$ cat config.mk
export PLATFORM = sky130hd
export DESIGN_NAME = romcfg_regs
export DESIGN_NICKNAME = d
export VERILOG_FILES = /design/src/rtl/romcfg_pkg.sv /design/src/rtl/romcfg_rstsync.sv /design/src/rtl/romcfg_basereg.sv /design/src/rtl/romcfg_ctrl.sv /design/src/rtl/romcfg_regs.sv
export SDC_FILE = /design/constraint.sdc
export NUM_CORES = 1
export LEC_CHECK = 0
export ABC_AREA = 1
export ABC_CLOCK_PERIOD_IN_PS = 2500
export BUFFER_PORTS_ARGS = -buffer_cell sky130_fd_sc_hd__buf_2
export CORE_ASPECT_RATIO = 0.6
export CORE_UTILIZATION = 50
export CTS_CLUSTER_DIAMETER = 150
export CTS_CLUSTER_SIZE = 30
export DETAILED_ROUTE_END_ITERATION = 10
export GPL_TIMING_DRIVEN = 0
export PLACE_DENSITY = 0.78
export SLEW_MARGIN = 20
export SYNTH_ARGS = -nofsm -noshare
export SYNTH_HDL_FRONTEND = slang
export SYNTH_SLANG_ARGS = --single-unit
export TNS_END_PERCENT = 30
$ cat constraint.sdc
create_clock -name clk -period 2.5 [get_ports clk]
set_input_delay 0.125 -clock clk [delete_from_list [all_inputs] [get_ports clk]]
set_output_delay 0.125 -clock clk [all_outputs]
set_load 0.01 [all_outputs]
$ cat src/rtl/romcfg_pkg.sv
package romcfg_pkg;
  localparam int DW        = 16;
  localparam int STOP_B    = 15;
  localparam int BOOT_B    = 12;
  localparam int LOCK_B    = 11;
  localparam int EMUL_B    = 10;
  localparam int ASPC_LSB  = 6;
  localparam int WAIT_LSB  = 4;
  localparam int OFF_CTRL    = 0;
  localparam int OFF_BASE_HI = 1;

  typedef struct packed {
    logic       stop;
    logic       boot;
    logic       lock;
    logic       emul;
    logic [1:0] aspc;
    logic [1:0] waitc;
  } ctrl_t;

  function automatic logic [DW-1:0] pack_ctrl(input ctrl_t c);
    logic [DW-1:0] w;
    w = '0;
    w[STOP_B]                = c.stop;
    w[BOOT_B]                = c.boot;
    w[LOCK_B]                = c.lock;
    w[EMUL_B]                = c.emul;
    w[ASPC_LSB+1:ASPC_LSB]   = c.aspc;
    w[WAIT_LSB+1:WAIT_LSB]   = c.waitc;
    return w;
  endfunction
endpackage

$ cat src/rtl/romcfg_rstsync.sv
module romcfg_rstsync #(
  parameter int STAGES = 2
) (
  input  logic clk,
  input  logic rst_ni,
  output logic rst_sync_no
);
  logic [STAGES-1:0] sync_q;

  always_ff @(posedge clk or negedge rst_ni) begin
    if (!rst_ni) sync_q <= '0;
    else         sync_q <= {sync_q[STAGES-2:0], 1'b1};
  end

  assign rst_sync_no = sync_q[STAGES-1];
endmodule

$ cat src/rtl/romcfg_basereg.sv
module romcfg_basereg #(
  parameter int W = 16
) (
  input  logic         clk,
  input  logic         rst_ni,
  input  logic         we_i,
  input  logic         ok_i,
  input  logic [W-1:0] wdata_i,
  output logic [W-1:0] q_o
);
  logic [W-1:0] q_q, q_d;
  logic         en;

  always_comb begin
    en  = we_i & ok_i;
    q_d = en ? wdata_i : q_q;
  end

  always_ff @(posedge clk or negedge rst_ni) begin
    if (!rst_ni)  q_q <= '0;
    else if (en)  q_q <= q_d;
  end

  assign q_o = q_q;

  AST_BASE_HOLD: assert property (@(posedge clk) disable iff (!rst_ni)
    !ok_i |=> $stable(q_o));
endmodule

$ cat src/rtl/romcfg_ctrl.sv
module romcfg_ctrl
  import romcfg_pkg::*;
#(
  parameter logic BOOT_RST = 1'b0,
  parameter logic LOCK_RST = 1'b0
) (
  input  logic          clk,
  input  logic          rst_ni,
  input  logic          init_i,
  input  logic          stop_pin_i,
  input  logic          wr_i,
  input  logic [DW-1:0] wdata_i,
  output ctrl_t         ctrl_o,
  output logic          prot_ok_o,
  output logic          boot_en_o,
  output logic          emul_act_o
);
  ctrl_t ctrl_q, ctrl_d;
  logic  armed_q, armed_d;
  logic  prot_ok, lock_ok, upd, armed_en;
  logic  unused_wbits;

  assign unused_wbits = ^{wdata_i[14:13], wdata_i[BOOT_B], wdata_i[9:8], wdata_i[3:0]};

  always_comb begin
    prot_ok = ctrl_q.stop & ~ctrl_q.lock;
    lock_ok = ~ctrl_q.lock;
    ctrl_d  = ctrl_q;
    if (wr_i) begin
      ctrl_d.stop = wdata_i[STOP_B];
      if (wdata_i[LOCK_B]) ctrl_d.lock = 1'b1;
      if (prot_ok) begin
        ctrl_d.emul = wdata_i[EMUL_B];
        ctrl_d.aspc = wdata_i[ASPC_LSB+1:ASPC_LSB];
      end
      if (lock_ok) ctrl_d.waitc = wdata_i[WAIT_LSB+1:WAIT_LSB];
    end
    if (init_i) ctrl_d.stop = ~stop_pin_i;
    upd      = wr_i | init_i;
    armed_en = ~init_i & ctrl_q.stop & ~ctrl_d.stop;
    armed_d  = 1'b0;
  end

  always_ff @(posedge clk or negedge rst_ni) begin
    if (!rst_ni) begin
      ctrl_q.stop  <= 1'b1;
      ctrl_q.boot  <= BOOT_RST;
      ctrl_q.lock  <= LOCK_RST;
      ctrl_q.emul  <= 1'b0;
      ctrl_q.aspc  <= 2'b00;
      ctrl_q.waitc <= 2'b00;
    end else if (upd) begin
      ctrl_q <= ctrl_d;
    end
  end

  always_ff @(posedge clk or negedge rst_ni) begin
    if (!rst_ni)       armed_q <= 1'b1;
    else if (armed_en) armed_q <= armed_d;
  end

  assign ctrl_o     = ctrl_q;
  assign prot_ok_o  = prot_ok;
  assign boot_en_o  = ~ctrl_q.boot & armed_q;
  assign emul_act_o = ctrl_q.emul & ctrl_q.stop;

  AST_LOCK_STICKY: assert property (@(posedge clk) disable iff (!rst_ni)
    ctrl_o.lock |=> ctrl_o.lock);
  AST_PROT_HOLD: assert property (@(posedge clk) disable iff (!rst_ni)
    !(ctrl_o.stop && !ctrl_o.lock) |=> ($stable(ctrl_o.emul) && $stable(ctrl_o.aspc)));
  AST_WAIT_HOLD: assert property (@(posedge clk) disable iff (!rst_ni)
    ctrl_o.lock |=> $stable(ctrl_o.waitc));
  AST_BOOT_GONE: assert property (@(posedge clk) disable iff (!rst_ni)
    !boot_en_o |=> !boot_en_o);
  AST_EMUL_KEEP: assert property (@(posedge clk) disable iff (!rst_ni)
    (!wr_i && !init_i) |=> $stable(ctrl_o.emul));
endmodule

$ cat src/rtl/romcfg_regs.sv
module romcfg_regs
  import romcfg_pkg::*;
#(
  parameter logic BOOT_RST = 1'b0,
  parameter logic LOCK_RST = 1'b0,
  parameter int   ADDR_W   = 2,
  parameter int   NUM_BASE = 2
) (
  input  logic                   clk,
  input  logic                   rst_n,
  input  logic                   stop_pin_i,
  input  logic                   bus_sel_i,
  input  logic                   bus_wr_i,
  input  logic [ADDR_W-1:0]      bus_addr_i,
  input  logic [DW-1:0]          bus_wdata_i,
  output logic [DW-1:0]          bus_rdata_o,
  output logic                   stopped_o,
  output logic                   boot_en_o,
  output logic                   emul_en_o,
  output logic                   emul_act_o,
  output logic                   locked_o,
  output logic [1:0]             aspc_o,
  output logic [1:0]             wait_o,
  output logic [NUM_BASE*DW-1:0] base_addr_o
);
  localparam int NUM_REGS = OFF_BASE_HI + NUM_BASE;

  logic          rst_i, init_q;
  ctrl_t         ctrl;
  logic          prot_ok, ctrl_we, rd_fire, rd_hit;
  logic [DW-1:0] base_q [NUM_BASE];
  logic [DW-1:0] rdata_q, rdata_d;

  romcfg_rstsync #(.STAGES(2)) u_rsync (
    .clk(clk), .rst_ni(rst_n), .rst_sync_no(rst_i)
  );

  always_ff @(posedge clk or negedge rst_i) begin
    if (!rst_i) init_q <= 1'b1;
    else        init_q <= 1'b0;
  end

  assign ctrl_we = bus_sel_i & bus_wr_i & (bus_addr_i == ADDR_W'(OFF_CTRL));
  assign rd_fire = bus_sel_i & ~bus_wr_i;

  romcfg_ctrl #(.BOOT_RST(BOOT_RST), .LOCK_RST(LOCK_RST)) u_ctrl (
    .clk(clk), .rst_ni(rst_i), .init_i(init_q), .stop_pin_i(stop_pin_i),
    .wr_i(ctrl_we), .wdata_i(bus_wdata_i), .ctrl_o(ctrl),
    .prot_ok_o(prot_ok), .boot_en_o(boot_en_o), .emul_act_o(emul_act_o)
  );

  for (genvar g = 0; g < NUM_BASE; g++) begin : g_base
    logic we;
    assign we = bus_sel_i & bus_wr_i & (bus_addr_i == ADDR_W'(OFF_BASE_HI + g));
    romcfg_basereg #(.W(DW)) u_base (
      .clk(clk), .rst_ni(rst_i), .we_i(we), .ok_i(prot_ok),
      .wdata_i(bus_wdata_i), .q_o(base_q[g])
    );
    assign base_addr_o[(NUM_BASE-g)*DW-1 -: DW] = base_q[g];
  end

  always_comb begin
    rdata_d = '0;
    rd_hit  = 1'b0;
    if (bus_addr_i == ADDR_W'(OFF_CTRL)) begin
      rdata_d = pack_ctrl(ctrl);
      rd_hit  = 1'b1;
    end
    for (int i = 0; i < NUM_BASE; i++) begin
      if (bus_addr_i == ADDR_W'(OFF_BASE_HI + i)) begin
        rdata_d = base_q[i];
        rd_hit  = 1'b1;
      end
    end
  end

  always_ff @(posedge clk or negedge rst_i) begin
    if (!rst_i)       rdata_q <= '0;
    else if (rd_fire) rdata_q <= rdata_d;
  end

  assign bus_rdata_o = rdata_q;
  assign stopped_o   = ctrl.stop;
  assign emul_en_o   = ctrl.emul;
  assign locked_o    = ctrl.lock;
  assign aspc_o      = ctrl.aspc;
  assign wait_o      = ctrl.waitc;

  initial begin
    assert (NUM_REGS <= (1 << ADDR_W));
  end

  AST_RD_UNMAPPED: assert property (@(posedge clk) disable iff (!rst_i)
    (rd_fire && !rd_hit) |=> (bus_rdata_o == '0));
  AST_RD_HOLD: assert property (@(posedge clk) disable iff (!rst_i)
    !rd_fire |=> $stable(bus_rdata_o));
endmodule

==> flow_metrics.tcl <==
set metrics [dict create \
    outcome "finished with violations" \
    failed_checks "design-rule violations" \
    cts_tree "built" \
    post_route_cells_drive_above_1_share 0.339 \
    ys_seq_elements 59 \
    area_growth_pct 26.4 \
    path_cells "inv_1 -> nor2_4 -> nand3_4 -> buf_6 -> nand2_1 -> o21ai_1" \
    syn_nets 302 \
    slew_headroom 0.525 \
    fmax_mhz 741 \
    hold-path-endpoint "g_base[0].u_base.q_o[3]$_DFFE_PN0P_" \
    io_pins 80 \
    crit_family "flip-flops" \
    row_count 19 \
    clk_path_buf_depth 2 \
    clk_latency_ns 0.33 \
    numCtsBuffers 9 \
    core-area_um2 4730 \
    p_clk_frac 0.407 \
    grt_max_degree 58 \
    worstReg2RegStart "u_ctrl.ctrl_o[7]$_DFFE_PN1P_" \
    portBuffers 79 \
    setup_slack_ns 1.15 \
    clock-sinks 59 \
    worst_hold_path_type "primary input to flop" \
    grt_overflow 0 \
    seqPwrFrac 0.525 \
    slowest_delay_ns 0.55 \
    routed_wl_um 6360 \
    fin_skew_ns 0.00822 \
    root_buffer "clkbuf_8" \
    final_cell_mix "nand2_1 (104), buf_2 (81), dfrtp_1 (55)" \
    netlist-cell-type-count 20 \
    power.total_mw 1.93 \
    post-cts-setup-buffers 0 \
    r2r_slack_ns 1.15 \
    cts.htree.levels 3 \
    vias_per_cell 5.13 \
    clk_pin_slew_ns 0.07 \
    critPathLaunchType "flop" \
    timing.max_cap.violations 0 \
    powerDensity_nw_per_um2 600 \
    ir_drop_mv 0.393 \
    detail-route-antenna-nets 0 \
    dr.first_iter.drc_count 117 \
    hold_viol_final 0 \
    post-route-min-period_ns 1.35 \
    synth_seq_area_share 0.582 \
    ff2ff_path_depth 6 \
    wire_per_inst_um 14.5 \
    combPwrFrac 0.068 \
    antenna_found_initial 0 \
    grt_pass1_vias 2073 \
    die_y_um 57.3 \
    syn_area_um2 2540 \
    p_leak_nw 1.76 \
    die_w_um 94.1 \
    arrival_ns 1.57 \
    dieArea_um2 5390 \
    rsz0062_at_grt "false" \
    yosysWarnings 0 \
    initial_core_util 0.538 \
    place_ws_ns 1.16 \
    post-route-period-util 0.540 \
    sw_frac_of_total 0.237 \
    timing.hold.ws_ns 0.0504 \
    drcViolationCount 2 \
    grt_pass1_wl_um 10300 \
    min_from "bus_wdata_i[3]" \
    critPathRequiredTime_ns 2.72 \
    worstSetupPathType "flop to flop" \
    p_int_mw 1.47 \
    rr_endpoint "g_base[0].u_base.q_o[6]$_DFFE_PN0P_" \
    syn_avg_cell_area_um2 9.12 \
    insertedDiodeCount 0 \
    hpwl_um 4670 \
    drv_slew 0 \
    crit_path_top_delay_cell "dfstp_2" \
    layout.nets 393 \
    worstSetupEndpointType "flop" \
    gp_congestion 0.813 \
    cp_max_fo 10 \
    dr_total_vias 2249 \
    whs_path_depth 3 \
    p_switching_uw 457 \
    drt_first_pass_iters 7 \
    finalSetupTns_ns 0 \
    critPathBufInv 2 \
    synthCells 279 \
    final_common_cell "nand2_1" \
    setup_viol 0 \
    grt_use_total 0.264 \
    tightest_slew_ns 0.712 \
]
power by group through the flow:
| stage | registers [mW] | clock network, mW | logic [mW] |
|---|---|---|---|
| 3_3_place_gp | 1.03 | 0 | 0.127 |
| 6_report | 1.01 | 0.784 | 0.131 |
| 2_1_floorplan | 1.03 | 0 | 0.0605 |
| 4_1_cts | 1.01 | 0.798 | 0.132 |
| 3_5_place_dp | 1.03 | 0 | 0.131 |
| 5_1_grt | 1.02 | 0.844 | 0.146 |
Yosys cell counts, drive strengths merged:
library cell	number	area share
a31oi	9	0.022
conb	2	0.0030
buf	10	0.036
o21ai	39	0.094
nand4	1	0.0025
inv	27	0.040
nand3	8	0.026
dfstp	3	0.031
o211ai	1	0.0030
nand2	104	0.15
dfrtp	56	0.55
nor2	19	0.038
worst min-delay path, cell delays in order:
cell and delay [ns]:
buf_2 0.09, inv_1 0.07, o21ai_2 0.06
cell type report:
class / count / area [um^2]
Buffer: 10 / 92.6
Clock buffer: 14 / 173
Clock inverter: 2 / 10.0
Fill cell: 404 / 1520
Inverter: 27 / 101
Multi-Input combinational cell: 183 / 870
Sequential cell: 59 / 1480
Tap cell: 63 / 78.8
Timing Repair Buffer: 80 / 405
state kept, by name, indices dropped and copies added (netlist names):
name,cells
u_ctrl.ctrl_o,7
g_base.u_base.q_o,32
u_rsync.sync_q,2
init_q,1
bus_rdata_o,16
u_ctrl.armed_q,1
how the worst max path moves through the flow:
stage	startpoint	cells after the start	slack, ns	end
floorplan	u_rsync.sync_q[1]$_DFF_PN0_	0	0.74	bus_rdata_o[0]$_DFFE_PN0P_
global placement	u_rsync.sync_q[1]$_DFF_PN0_	0	0.17	bus_rdata_o[2]$_DFFE_PN0P_
detailed placement	u_ctrl.ctrl_o[7]$_DFFE_PN1P_	6	1.16	g_base[0].u_base.q_o[6]$_DFFE_PN0P_
CTS	u_ctrl.ctrl_o[7]$_DFFE_PN1P_	6	1.15	g_base[0].u_base.q_o[6]$_DFFE_PN0P_
global route	u_ctrl.ctrl_o[7]$_DFFE_PN1P_	6	1.08	g_base[0].u_base.q_o[10]$_DFFE_PN0P_
finish	u_ctrl.ctrl_o[7]$_DFFE_PN1P_	6	1.15	g_base[0].u_base.q_o[6]$_DFFE_PN0P_
what timing repair did:
| item | 4_1_cts | 5_1_grt |
|---|---|---|
| hold buffers | 1 | 0 |
| endpoints found under the hold margin | 2 | 0 |
| gates resized for setup | 0 | 0 |
kinds of logic (layout without fill, tap and decap cells):
kind of cell | after synthesis | in the layout | synth area share
compound gates | 49 | 49 | 0.120
buf+inv | 37 | 133 | 0.0762
simple gates | 132 | 132 | 0.219
other cells | 2 | 2 | 0.00295
flops | 59 | 59 | 0.582
metal layers:
metal / track usage / up-vias / routed length [um]
met4: 0.0747 / 0 / 59
li1: - / 1061 / -
met2: 0.369 / 113 / 2630
met1: 0.401 / 1064 / 3060
met5: 0 / - / 0
met3: 0.0787 / 11 / 609
per-stage QoR:
step / instances / instance area [um^2] / util
floorplan: 279 / 2540 / -
global route: 438 / 3210 / 0.679
global placement: 421 / 3020 / 0.638
detailed placement: 421 / 3020 / 0.639
CTS: 438 / 3210 / 0.679
finish: 438 / 3210 / 0.679
No activity file was read; power rests on OpenSTA's default activity.
